`src/rtl/pci_tgt_rd_seq.sv`:
```
module pci_tgt_rd_seq #(
  parameter int AW  = 32,
  parameter int DW  = 32,
  parameter int LAT = 2
) (
  input  logic          clk,
  input  logic          rst_n,
  input  logic          frame_n,
  input  logic          addr_hit,
  input  logic          keep_grant,
  input  logic [AW-1:0] ad_in,
  input  logic [DW-1:0] mem_data,
  output logic          adsel,
  output logic [AW-1:0] ad_q,
  output logic [DW-1:0] ad_out,
  output logic          ad_oe,
  output logic          devsel_n,
  output logic          devsel_oe,
  output logic          trdy_n,
  output logic          trdy_oe,
  output logic          stop_n,
  output logic          stop_oe,
  output logic          sel_n,
  output logic          cpu_addr_oe_n,
  output logic          aack_n,
  output logic          aack_oe
);
  localparam int CW = (LAT > 1) ? $clog2(LAT) : 1;

  typedef enum logic [2:0] {S_IDLE, S_TURN, S_WAIT, S_DATA, S_RECOV} st_t;

  st_t           st;
  logic [CW-1:0] cnt;
  logic          tgt_oe;
  logic          hs_oe;

  assign stop_n    = 1'b1;
  assign aack_n    = 1'b1;
  assign devsel_oe = tgt_oe;
  assign trdy_oe   = hs_oe;
  assign stop_oe   = hs_oe;

  always_ff @(posedge clk) begin
    if (!rst_n) ad_q <= '0;
    else if (adsel) ad_q <= ad_in;
  end

  always_ff @(posedge clk) begin
    if (!rst_n) begin
      st            <= S_IDLE;
      cnt           <= '0;
      adsel         <= 1'b1;
      tgt_oe        <= 1'b0;
      hs_oe         <= 1'b0;
      devsel_n      <= 1'b1;
      trdy_n        <= 1'b1;
      ad_oe         <= 1'b0;
      ad_out        <= '0;
      sel_n         <= 1'b1;
      cpu_addr_oe_n <= 1'b1;
      aack_oe       <= 1'b0;
    end else begin
      case (st)
        S_IDLE: if (!frame_n && addr_hit) begin
          adsel <= 1'b0;
          st    <= S_TURN;
        end
        S_TURN: begin
          tgt_oe        <= 1'b1;
          hs_oe         <= 1'b1;
          devsel_n      <= 1'b0;
          trdy_n        <= 1'b1;
          ad_oe         <= 1'b1;
          sel_n         <= 1'b0;
          cpu_addr_oe_n <= 1'b0;
          aack_oe       <= 1'b1;
          cnt           <= CW'(LAT - 1);
          st            <= S_WAIT;
        end
        S_WAIT: begin
          if (cnt == '0) begin
            trdy_n <= 1'b0;
            ad_out <= mem_data;
            st     <= S_DATA;
          end else begin
            cnt <= cnt - 1'b1;
          end
        end
        S_DATA: begin
          trdy_n   <= 1'b1;
          devsel_n <= 1'b1;
          ad_oe    <= 1'b0;
          st       <= S_RECOV;
        end
        S_RECOV: begin
          tgt_oe <= 1'b0;
          hs_oe  <= 1'b0;
          adsel  <= 1'b1;
          st     <= S_IDLE;
          if (!keep_grant) begin
            sel_n         <= 1'b1;
            cpu_addr_oe_n <= 1'b1;
            aack_oe       <= 1'b0;
          end
        end
        default: st <= S_IDLE;
      endcase
    end
  end
endmodule

```
`config.mk`:
```
export PLATFORM = sky130hd
export DESIGN_NAME = pci_tgt_rd_seq
export DESIGN_NICKNAME = d
export VERILOG_FILES = /design/src/rtl/pci_tgt_rd_seq.sv
export SDC_FILE = /design/constraint.sdc
export NUM_CORES = 1
export LEC_CHECK = 0
export BUFFER_PORTS_ARGS = -buffer_cell sky130_fd_sc_hd__buf_4
export CELL_PAD_IN_SITES_DETAIL_PLACEMENT = 2
export CELL_PAD_IN_SITES_GLOBAL_PLACEMENT = 2
export CORE_MARGIN = 3
export CORE_UTILIZATION = 25
export CTS_CLUSTER_DIAMETER = 80
export DETAILED_ROUTE_END_ITERATION = 10
export HOLD_SLACK_MARGIN = 0.03
export PLACE_DENSITY = 0.74
export SLEW_MARGIN = 5
export SYNTH_ARGS = -nofsm -noshare
export SYNTH_HDL_FRONTEND = slang
export SYNTH_SLANG_ARGS = --single-unit
export TNS_END_PERCENT = 100
```
`constraint.sdc`:
```
create_clock -name clk -period 1.6 [get_ports clk]
set_input_delay 0.16 -clock clk [delete_from_list [all_inputs] [get_ports clk]]
set_output_delay 0.16 -clock clk [all_outputs]
set_load 0.005 [all_outputs]
```
# == Yosys cells after proc, flatten, opt, wreduce, memory -nomap -nowiden ==
# Cells that the tools add are included.
# op_classes
addsub,1
n_eq_ne,7
muxes,16
n_bitwise,1
n_reduce_logical,14
# ops
cell,n
$pmux W1 S2,8
$pmux W3 S4,1
$reduce_and A2 Y1,5
$reduce_bool A2 Y1,5
$eq A3 B2 Y1 const B,2
$mux W3,2
$ne A2 B2 Y1 const B,3
$mux W1,5
$eq A3 B1 Y1 const B,1
$eq A3 B3 Y1 const B,1
$logic_not A3 Y1,1
$reduce_or A2 Y1,1
$logic_and A1 B1 Y1,1
$logic_not A1 Y1,1
$not A1 Y1,1
$sub A1 B1 Y1 const B,1
# word_totals
register_bits,75
output_inout_bits,76

# == Logic depth before layout (Yosys ltp) ==
# depth
depth_word,4
depth_mapped,6
depth_no_buf,3

# == Least setup slack after synthesis ==
# Ideal clock, no wire load.
# synth_path
kind,flip-flop to flip-flop
from,reg st[2]
to,reg trdy_n
setup_time_ns,0.129
t_arrival_ns,1.087
setup_slack_ns,0.384
stages_incl_launch_ff,6
path_buffers,3
cell_sequence,dfxtp_1 > buf_2 > nor4b_4 > buf_6 > buf_4 > o211ai_1
# synth_via
elab_chain_len,4
# synth_lines
element,line,rtl
from (decl),32,st_t st;
from (signal assigned),50,st <= S_IDLE;
from (signal assigned),66,st <= S_TURN;
from (signal assigned),78,st <= S_WAIT;
$eq A3 B2 Y1 or $eq A3 B1 Y1 (tied branches),63,case (st)
$reduce_or A2 Y1 (no line),n/a,
$reduce_bool A2 Y1 (no line),n/a,
$reduce_and A2 Y1 (no line),n/a,
to (signal assigned),56,trdy_n <= 1'b1;
to (signal assigned),72,trdy_n <= 1'b1;
to (signal assigned),82,trdy_n <= 1'b0;
to (decl),19,"output logic trdy_n,"
# Several ways; a longest one is shown, not always the timed one.
# A chain may end at the register's enable or synchronous reset.

# == Worst setup path in the final report ==
# layout_path
from,reg adsel
to,out adsel
# layout_lines
element,line,rtl
from (decl),13,"output logic adsel,"
from (signal assigned),52,adsel <= 1'b1;
from (signal assigned),65,adsel <= 1'b0;
from (signal assigned),98,adsel <= 1'b1;
# No word-level cell between the ends.

==> results.yml <==
die:
  chipWidth_um: 113.1
  die_height_um: 113.1
  core.rowCount: 38
  core_area_um2: 11030
  initial_utilization: 0.2601
  num_io_pins: 145
  floorplan.die_area_um2: 12800
placed_design:
  numPortBuffers: 142
  post_place_instance_area_um2: 4028
  placed_cells: 563
  detailed_place_hpwl_mm: 6.496
  routability_congestion: 0.7172
detailed_routing:
  detail_route.wirelength_mm: 8.643
  post_detailed_route_via_to_cell_ratio: 4.486
  firstDrtPassIters: 3
  wl_met3_um: 813
  num_vias: 2593
  route.top_layer_used: "met4"
  dr_wl_met2_mm: 4.154
  ant_nets: 0
  drc_errors: 0
  detailed_route_wire_length_per_cell_um: 14.95
  drt_iter0_drc: 48
  m1WireLength_mm: 3.575
sta:
  timing.setup.tns_ns: 0
  crit_share_post_route: 0.8662
  achievable-frequency_mhz: 721.5
  shortest_clock_period_the_worst_path_allows_after_layout_ns: 1.386
  setup-violations-final: 0
  max_clock_skew_ns: 0.005155
  finalHoldViolations: 0
  rsz0062_at_grt: "no"
  slew_violations: 0
worst_setup_path:
  r2r_cells: 4
  timing.critical_path.arrival_ns: 1.23
  worst_path_class_setup: "flop to output pin"
  startpoint_type: "flop"
  critical_path_fanout_max: 26
  r2r_setup_slack_ns: 0.25
  worst_r2r_src: "st[0]"
  cp-end-kind: "output pin"
  rr_endpoint: "ad_out[16]"
  required_time_of_the_critical_path_ns: 1.44
synthesis:
  synth_edf_count: 0
  synth_simple_gate_area_share: 0.2067
  synth_compound_gate_area_share: 0.08155
  postSynthCellCount: 302
  synthMuxAreaShare: 0.1156
  synth_largest_area_cell: "dfxtp_1"
  fraction_of_registers_with_async_set_reset: 0
  synth.cell_area_um2: 2869
  synth_top_cells_by_area: "dfxtp_1 52%, mux2i_1 11%, nor2b_1 7.4%"
  syn-mean-instance-area_um2: 9.500
  ys_dominant_reg_cell: "dfxtp_1"
  synth_xor_xnor_area_share: 0.003053
  yosysTopAreaCellShare: 0.5233
  synth_cell_type_count: 26
  synthesis.yosys.warnings: 0
  postSynthRegisterBits: 75
  synth_fa_ha_area_frac: 0
  synth_top_family_by_area: "simple AND/OR/NAND/NOR gates"
  synth_sequential_area_ratio: 0.5233
clock_tree:
  tritoncts_num_sinks: 75
  cts.path.max_buffers: 2
  post_cts_resize_count: 0
  tritoncts.num_buffers: 9
  cts.repair_timing.setup_buffer_count: 0
  clkTransAtPathRegs_ns: 0.05
  holdBufCountCts: 0
  cts.htree.levels: 3
  insertion_delay_ns: 0.32
  tritoncts: "done"
  clockRootBuffer: "clkbuf_16"
min_path:
  hp-start: "mem_data[2]"
  worst_case_hold_path_end_point: "ad_out[2]"
  min_delay_path_depth: 3
  holdCritPathClass: "primary input to flop"
cells_and_area:
  layout-area-overhead-vs-synth_pct: 50.15
  stdcell_area_um2: 4308
  nNetsFinal: 503
  drive_gt1_frac: 0.3813
  commonest_non_fill_non_tap_cell_in_the_layout: "buf_4"
  layout.cells.most_common_list: "147 x buf_4, 74 x dfxtp_1, 34 x nand2_1, 34 x nor2b_1, 33 x nand3_1"
  antennaDiodeCount: 0
  fillers: 1258
  post-route-util: 0.3905
  finish.cell_count_without_fillers: 578
global_routing:
  antenna_found_initial: 0
  maximum_number_of_pins_on_one_net_before_global_route_repair: 66
  globalRouteOverflowTotal: 0
  grt_util_all_layers: 0.1329
  grt_pass1_wl_mm: 13.63
  first_global_vias: 2731
run_status:
  run_status: "finished, final reports clean"
flow_run:
  maxCapViolCount: 0
power:
  power_per_cell_area_nw_per_um2: 1088
  leakagePower_nw: 2.052
  vdd_drop_max_mv: 0.4730
==> metrics by stage <==
step / hold WS [ns] / total power, mW / setup WS (ns)
3_3_place_gp: 0.3738 / 2.826 / 0.3508
5_1_grt: 0.05376 / 4.952 / 0.1470
2_1_floorplan: 0.2904 / 2.455 / 0.3839
6_report: 0.05193 / 4.685 / 0.2141
4_1_cts: 0.04381 / 4.795 / 0.1885
3_5_place_dp: 0.3858 / 2.859 / 0.2471
==> metal layers <==
metal,track usage,vias to the layer above
met2,0.2196,106
li1,-,1263
met5,0,-
met4,0.04567,0
met3,0.04920,9
met1,0.1591,1215
==> layout make-up <==
class                           count  area [um^2]  area share
Sequential cell                    75         1503      0.3488
Multi-Input combinational cell    195         1175      0.2727
Timing Repair Buffer              150         1164      0.2701
Clock buffer                       13        270.3     0.06274
Tap cell                          140        175.2     0.04066
Inverter                            3        11.26    0.002614
Clock inverter                      2        10.01    0.002324
==> where the power goes <==
part           internal, mW  switching [mW]
Combinational         0.413           0.298
Clock                  1.16           0.720
Sequential             2.00          0.0896
Total                  3.58            1.11
==> cells by family after synthesis <==
kind of cell	count (synthesis)
buffers and inverters	33
DFF	75
and+or+nand+nor	115
other	1
AOI/OAI and AO/OA	44
xor gates and xnor gates	1
muxes	33
==> flip-flops by register name, summed over array words and instances (netlist names) <==
register,cells
aack_oe,1
ad_oe,1
ad_out,32
ad_q,32
adsel,1
cnt,1
cpu_addr_oe_n,1
devsel_n,1
st,3
stop_oe,1
trdy_n,1
==> cell usage after synthesis, types with 2 or more instances <==
master	n
buf_2	13
clkbuf_1	6
dfxtp_1	75
nand3_1	33
nand2b_1	4
buf_4	7
nor2b_1	34
nor2_1	6
o211ai_1	2
nor3_1	2
nand2_1	34
o21ai_1	7
mux2i_1	32
o21ai_0	30
inv_1	3
buf_6	4
==> critical path, cell delays in order (launching register included) <==
cell	delay (ns)
dfxtp_2	0.50
buf_12	0.25
buf_4	0.15
==> worst max-delay path by stage <==
| stage | from | end | depth (start not counted) |
|---|---|---|---|
| CTS | adsel | adsel | 2 |
| global placement | st[0] | ad_out[3] | 4 |
| floorplan | st[2] | trdy_n | 5 |
| detailed placement | st[0] | ad_out[16] | 4 |
| global route | adsel | adsel | 2 |
| finish | adsel | adsel | 2 |
Power figures use the tool's default switching activity.
